`src/rtl/rxq_ctl.sv`:
```
module rxq_ctl #(
  parameter int DEPTH = 16,
  parameter int WIDTH = 9,
  parameter int IDLE_TICKS = 8
) (
  input  logic             clk,
  input  logic             rst_n,
  input  logic             soft_clr,
  input  logic             rx_en,
  input  logic             fifo_en,
  input  logic             flow_en,
  input  logic             idle_en,
  input  logic [$clog2(DEPTH):0] thresh,
  input  logic             line_busy,
  input  logic             baud_tick,
  input  logic             pre_stop,
  input  logic             stop_det,
  input  logic [WIDTH-1:0] rx_word,
  input  logic             par_err,
  input  logic             frm_err,
  input  logic             rd_en,
  input  logic             err_clr,
  output logic [WIDTH-1:0] rd_data,
  output logic [$clog2(DEPTH):0] count,
  output logic             ready,
  output logic             rts,
  output logic             ovr_flag,
  output logic             err_flag
);
  localparam int AW = $clog2(DEPTH);
  localparam int CW = AW + 1;
  localparam int TW = $clog2(IDLE_TICKS + 1);

  logic [WIDTH-1:0] mem [DEPTH];
  logic [AW-1:0] wp, rp;
  logic [CW-1:0] cnt, cnt_nx, thr_eff, cap;
  logic [TW-1:0] idle_cnt;
  logic rts_q;

  always_comb begin
    if (!fifo_en)                 thr_eff = CW'(1);
    else if (thresh == '0)        thr_eff = CW'(1);
    else if (thresh > CW'(DEPTH)) thr_eff = CW'(DEPTH);
    else                          thr_eff = thresh;
  end

  assign cap = fifo_en ? CW'(DEPTH) : CW'(1);

  wire frame_in = stop_det & rx_en;
  wire bad      = par_err | frm_err;
  wire frame_ok = frame_in & ~bad & ~err_flag & ~ovr_flag;
  wire full     = cnt >= cap;
  wire push     = frame_ok & ~full;
  wire ovr_hit  = frame_ok & full;
  wire pop      = rd_en & (cnt != '0);
  wire thr_hit  = push & (cnt_nx >= thr_eff);

  assign cnt_nx = cnt + CW'(push) - CW'(pop);

  wire idle_run = fifo_en & idle_en & (cnt != '0) & (cnt < thr_eff)
                & ~ready & ~line_busy & ~rd_en & ~stop_det;
  wire idle_hit = idle_run & baud_tick & (idle_cnt == TW'(IDLE_TICKS));

  always_ff @(posedge clk) begin
    if (push) mem[wp] <= rx_word;
  end

  always_ff @(posedge clk or negedge rst_n) begin
    if (!rst_n) begin
      wp <= '0; rp <= '0; cnt <= '0;
    end else if (soft_clr) begin
      wp <= '0; rp <= '0; cnt <= '0;
    end else begin
      if (push) wp <= (wp == AW'(DEPTH-1)) ? '0 : wp + 1'b1;
      if (pop)  rp <= (rp == AW'(DEPTH-1)) ? '0 : rp + 1'b1;
      cnt <= cnt_nx;
    end
  end

  always_ff @(posedge clk or negedge rst_n) begin
    if (!rst_n)                   idle_cnt <= '0;
    else if (soft_clr | ~idle_run) idle_cnt <= '0;
    else if (baud_tick)
      idle_cnt <= (idle_cnt == TW'(IDLE_TICKS)) ? '0 : idle_cnt + 1'b1;
  end

  always_ff @(posedge clk or negedge rst_n) begin
    if (!rst_n)                               ready <= 1'b0;
    else if (soft_clr)                        ready <= 1'b0;
    else if (thr_hit | ovr_hit | idle_hit)    ready <= 1'b1;
    else if (cnt_nx == '0)                    ready <= 1'b0;
  end

  always_ff @(posedge clk or negedge rst_n) begin
    if (!rst_n) begin
      err_flag <= 1'b0; ovr_flag <= 1'b0;
    end else if (soft_clr) begin
      err_flag <= 1'b0; ovr_flag <= 1'b0;
    end else begin
      if (frame_in & bad)  err_flag <= 1'b1;
      else if (err_clr)    err_flag <= 1'b0;
      if (ovr_hit)         ovr_flag <= 1'b1;
      else if (err_clr)    ovr_flag <= 1'b0;
    end
  end

  always_ff @(posedge clk or negedge rst_n) begin
    if (!rst_n)                   rts_q <= 1'b0;
    else if (soft_clr | ~rx_en)   rts_q <= 1'b0;
    else if (pre_stop)            rts_q <= 1'b1;
    else if (stop_det)            rts_q <= (cnt_nx >= thr_eff);
    else if (pop & cnt_nx == '0)  rts_q <= 1'b0;
  end

  assign rts     = rts_q & flow_en & rx_en;
  assign count   = cnt;
  assign rd_data = mem[rp];
endmodule

```
`config.mk`:
```
export PLATFORM = sky130hd
export DESIGN_NAME = rxq_ctl
export DESIGN_NICKNAME = d
export VERILOG_FILES = /design/src/rtl/rxq_ctl.sv
export SDC_FILE = /design/constraint.sdc
export NUM_CORES = 1
export LEC_CHECK = 0
export CORE_ASPECT_RATIO = 1.1
export CORE_UTILIZATION = 40
export DETAILED_ROUTE_END_ITERATION = 8
export PLACE_DENSITY = 0.68
export SETUP_SLACK_MARGIN = 0.15
export SLEW_MARGIN = 20
export SYNTH_ARGS = -nofsm -noshare
export SYNTH_HDL_FRONTEND = slang
export SYNTH_SLANG_ARGS = --single-unit
export TNS_END_PERCENT = 20
```
`constraint.sdc`:
```
create_clock -name clk -period 3.8 [get_ports clk]
set_clock_uncertainty 0.1 [all_clocks]
set_input_delay 0.76 -clock clk [delete_from_list [all_inputs] [get_ports clk]]
set_output_delay 0.76 -clock clk [all_outputs]
set_load 0.02 [all_outputs]
```
# ---- Yosys cells after proc, flatten, opt, wreduce, memory -nomap -nowiden
# Memory sizes are Yosys's and may differ from the RTL's.
# Cells that the tools add are included.
dict set report classes {
  n_addsub 5
  n_lt_le_gt_ge 4
  eq_ne 3
  n_mux 28
  n_bitwise 36
  reduce_logical 10
}
# operator count
set ops {}
lappend ops {{$mux 4} 9}
lappend ops {{$mux 5} 5}
lappend ops {{$and 1x1->1} 21}
lappend ops {{$mux 1} 14}
lappend ops {{$add 4x1->4 const B} 3}
lappend ops {{$eq 4x4->1 const B} 3}
lappend ops {{$ge 5x5->1} 2}
lappend ops {{$logic_not 5->1} 2}
lappend ops {{$not 1->1} 10}
lappend ops {{$reduce_bool 3->1} 3}
lappend ops {{$reduce_bool 2->1} 3}
lappend ops {{$add 5x1->5} 1}
lappend ops {{$gt 5x5->1 const B} 1}
lappend ops {{$lt 5x5->1} 1}
lappend ops {{$or 1x1->1} 5}
lappend ops {{$reduce_bool 5->1} 1}
lappend ops {{$sub 5x1->5} 1}
lappend ops {{$reduce_bool 4->1} 1}
dict set report totals {
  reg_bits 21
  mem_bits_rw 144
  in_bits 29
  output_inout_bits 18
  elab_cells 95
  memories 1
}
# memory words word_bits rd rd_ports_with_merged_regs wr line_no
set memory_table {}
lappend memory_table {mem 16 9 1 0 1 34} ;# logic [WIDTH-1:0] mem [DEPTH];

# ---- Longest topological paths before layout
dict set report depth {
  word_depth 15
  ltp_mapped 20
  depth_no_buf 20
}

# ---- Worst setup path after synthesis
# No wires, ideal clock.
dict set report synth_timing {
  path_type {input to register}
  startpoint {input fifo_en}
  endpoint {register ready}
  setup_ns 0.126
  arrival_ns 4.122
  required_ns 3.574
  setup_slack_ns -0.548
  path_stages 20
  path_buffers 0
  path_cell_list {inv_1 > ha_1 > nand3b_1 > a41oi_1 > nor3_4 > inv_1 > ha_1 > inv_1 > ha_1 > inv_1 > fa_1 > o21bai_1 > a21oi_1 > xnor2_1 > inv_1 > ha_1 > a21o_1 > a31oi_1 > a211oi_1 > a311o_1}
}
dict set report synth_via {
  elab_chain_cells 12
  word_cells_on_any_way 26
}
# item line_no
set synth_lines {}
lappend synth_lines {{start, declared} 10} ;# input logic fifo_en,
lappend synth_lines {{$mux 5 (tied with other cells)} 47} ;# assign cap = fifo_en ? CW'(DEPTH) : CW'(1);
lappend synth_lines {{$ge 5x5->1 (tied with other cells)} 52} ;# wire full = cnt >= cap;
lappend synth_lines {{$not 1->1 or $and 1x1->1 (tied branches)} {53, 60}}
lappend synth_lines {{$and 1x1->1 (on tied branches)} {53, 61}}
lappend synth_lines {{$add 5x1->5 or $and 1x1->1 (tied branches)} {58, 61}}
lappend synth_lines {{$sub 5x1->5 or $and 1x1->1 (tied branches)} {58, 61}}
lappend synth_lines {{$ge 5x5->1 or $and 1x1->1 (tied branches)} {56, 61}}
lappend synth_lines {{$and 1x1->1 (on tied branches)} {56, 62}}
lappend synth_lines {{$or 1x1->1 or $and 1x1->1 (tied branches)} {90, 62}}
lappend synth_lines {{$or 1x1->1} 90} ;# else if (thr_hit | ovr_hit | idle_hit) ready <= 1'b1;
lappend synth_lines {{$mux 1} 90}
lappend synth_lines {{$mux 1} 89} ;# else if (soft_clr) ready <= 1'b0;
lappend synth_lines {{end signal, assigned} 89}
lappend synth_lines {{end signal, assigned} 90}
lappend synth_lines {{end signal, assigned} 91} ;# else if (cnt_nx == '0) ready <= 1'b0;
lappend synth_lines {{end, declared} 25} ;# output logic ready,
# Several ways; a longest one is shown, not always the timed one.
# A chain may end at the register's enable or synchronous reset.

# ---- Worst setup path after layout
# Ends and elaborated chain as after synthesis.

==> key figures <==
Run status
  • Status: finished with violations
  • Failing checks: negative setup slack

Die
  • Overall die width: 131 um
  • Ports: 47
  • Die area: 0.0188 mm^2
  • Initial Util: 0.411
  • Core footprint: 0.0177 mm^2
  • Die span in y: 144 um
  • Row cnt: 51

Placed design
  • Post-DP HPWL: 9.96 mm
  • PortBufs: 46
  • RD Place Congestion: 0.846
  • Inst Count DP: 717

Routing
  • Initial DRC Count: 276
  • Vias: 4040
  • Post-DRT Antenna Nets: 0
  • DR pass1 iterations: 4
  • Routed Wire Length: 15.4 mm
  • Post-DR vias/cell: 5.32
  • Drc violations: 0
  • WL/cell: 20.3 um

Yosys
  • Seq cells post-synth: 165
  • Post-synth top flop: edfxtp_1
  • Yosys warns: 0
  • Number of synthesized flops with an enable pin: 144
  • Register area share after synthesis: 0.666
  • Post-synth ARST share: 0.127
  • Post-synth cell types: 47
  • Synth Instances: 404
  • Synthesized cell area: 0.00728 mm^2
  • Synthesized area per cell: 18.0 um^2
  • Syn Nets: 460

Finish
  • Commonest non-fill, non-tap cell in the layout: edfxtp_1
  • Final Non-Filler Cells: 760
  • Layout Nets: 565
  • FF/Latch Area: 0.00485 mm^2
  • Area Growth Syn to Fin: 25.9%
  • Share of layout cells above drive strength 1: 0.245
  • Most frequent cells in the layout: 144 x edfxtp_1, 47 x buf_4, 40 x clkdlybuf4s50_1
  • Fill cells: 1457
  • Multi-input logic area: 0.00236 mm^2
  • Antenna fix cells: 0

Clock tree
  • CTS root buffer: clkbuf_16
  • CTS tree: built
  • Worst-Skew Late Latency: 0.43 ns
  • Clk buf depth: 2
  • Reg clk slew, reported paths: 0.07 ns
  • TritonCTS Sinks: 165
  • H-tree levels: 4
  • CTS Buf Count: 17

Worst setup path
  • Crit start category: primary input
  • Kind of critical path: in -> reg
  • Worst path required time: 4.01 ns
  • Worst Setup End Kind: flip-flop
  • Worst EP arrival: 4.05 ns
  • CP Max Fanout: 3

Timing
  • # setup viols final: 1
  • Worst-Margin Slew: 0.808 ns
  • Final Max Tran Viols: 0
  • Relative slew margins: 0.461
  • Final hold vios: 0
  • Tcrit/Tclk final: 1.01
  • RSZ-0062 raised after global routing: yes
  • Post-layout min period: 3.84 ns
  • Setup tns final: -0.0407 ns
  • Final worst slack: -0.0407 ns
  • Max Fclk: 260 MHz

GRT
  • Global-route usage over all layers: 0.178
  • Total grt overflow: 0
  • First-pass GRT wire length: 23.7 mm
  • Vias in the first global route: 4271
  • Initial antenna violation count: 0
  • Largest net degree at the start of global routing: 37

Worst hold path
  • Hold Path Class: in -> async

Power and ir drop
  • Pwr dens: 628 mW/mm^2
  • Pleak: 3.25 nW
  • Worst vdd ir: 0.328 mV

Run
  • Max-capacitance violation count: 0
where the power goes:
| group | internal, mW | switching (mW) | leakage (nW) |
|---|---|---|---|
| Clock | 1.11 | 0.696 | 0.297 |
| Sequential | 2.01 | 0.0470 | 1.58 |
| Combinational | 1.04 | 0.859 | 1.38 |
what timing repair did:
item / 4_1_cts / 5_1_grt
buffers inserted: 10 / 1
setup endpoints to repair: 9 / 12
pin swaps: 15 / 14
hold buffers: 0 / 0
gates resized for setup: 21 / 16
state kept, by name, indices dropped and copies added, names as in the netlist:
name      count
ready         1
count         5
ovr_flag      1
rp            4
idle_cnt      4
wp            4
rts_q         1
mem         144
err_flag      1
cell type report:
| cell class | instances | share of cell area |
|---|---|---|
| clock buffers | 18 | 0.0468 |
| flip-flops and latches | 165 | 0.529 |
| well taps | 238 | 0.0325 |
| repair buffers | 100 | 0.100 |
| inverters | 27 | 0.0131 |
| multi-input cells | 198 | 0.257 |
| clock inverters | 14 | 0.0213 |
routing by layer:
layer / up-vias / wire [um] / track usage
met5: - / 0 / 0
met4: 0 / 180 / 0.0544
met3: 19 / 804 / 0.0413
met2: 136 / 8200 / 0.319
met1: 2049 / 6250 / 0.211
li1: 1836 / - / -
final timing paths:
kind	from	endpoint	slack [ns]	cells past startpoint
worst max-delay path	fifo_en	ready	-0.04	21
worst min-delay path	rst_n	idle_cnt[1]	0.20	1
worst max register to register	count[0]	ready	0	19
worst min register to register	idle_cnt[3]	idle_cnt[3]	0.48	2
max in group asynchronous	rst_n	count[1]	3.02	1
min in group clk	idle_cnt[3]	idle_cnt[3]	0.48	2
per-stage QoR:
step / area [um^2] / power [mW] / setup WS (ns) / utilization / hold WS [ns]
2_1_floorplan: 7320 / 2.94 / -0.456 / - / 0.364
3_3_place_gp: 8340 / 3.45 / -0.959 / 0.470 / 0.448
3_5_place_dp: 8340 / 3.47 / -1.02 / 0.470 / 0.460
4_1_cts: 9110 / 5.57 / 0.00479 / 0.513 / 0.471
5_1_grt: 9170 / 6.01 / -0.198 / 0.517 / 0.226
6_report: 9170 / 5.76 / -0.0407 / 0.517 / 0.196
cells in the mapped netlist, drive strengths merged, types with 6 or more instances:
cell type | count | area, um^2
edfxtp | 144 | 4320
mux4 | 45 | 1130
inv | 27 | 101
ha | 26 | 325
dfrtp | 21 | 526
nor2 | 21 | 78.8
and2 | 14 | 87.6
nand2 | 13 | 48.8
a21oi | 11 | 55.1
buf | 8 | 65.1
o21ai | 7 | 35.0
clkbuf | 6 | 22.5
critical path: stages:
cell,delay (ns)
buf_6,0.10
buf_12,0.13
inv_16,0.05
ha_4,0.18
nand3b_1,0.09
a41oi_2,0.16
nor3_4,0.22
inv_2,0.06
ha_4,0.24
inv_4,0.05
ha_4,0.13
inv_2,0.03
fa_2,0.33
buf_4,0.15
xor2_2,0.15
ha_1,0.31
a21oi_1,0.12
o21ai_0,0.17
a31oi_4,0.26
a211oi_2,0.09
a311o_1,0.27
cells by family after synthesis:
family,count (synthesis),synth area share
DFF,165,0.666
adders and majority gates,27,0.0474
AOI/OAI and AO/OA,35,0.0311
muxes,50,0.161
buffers and inverters,41,0.0259
xor gates and xnor gates,5,0.00601
and+or+nand+nor,81,0.0622
Power figures use the tool's default switching activity.
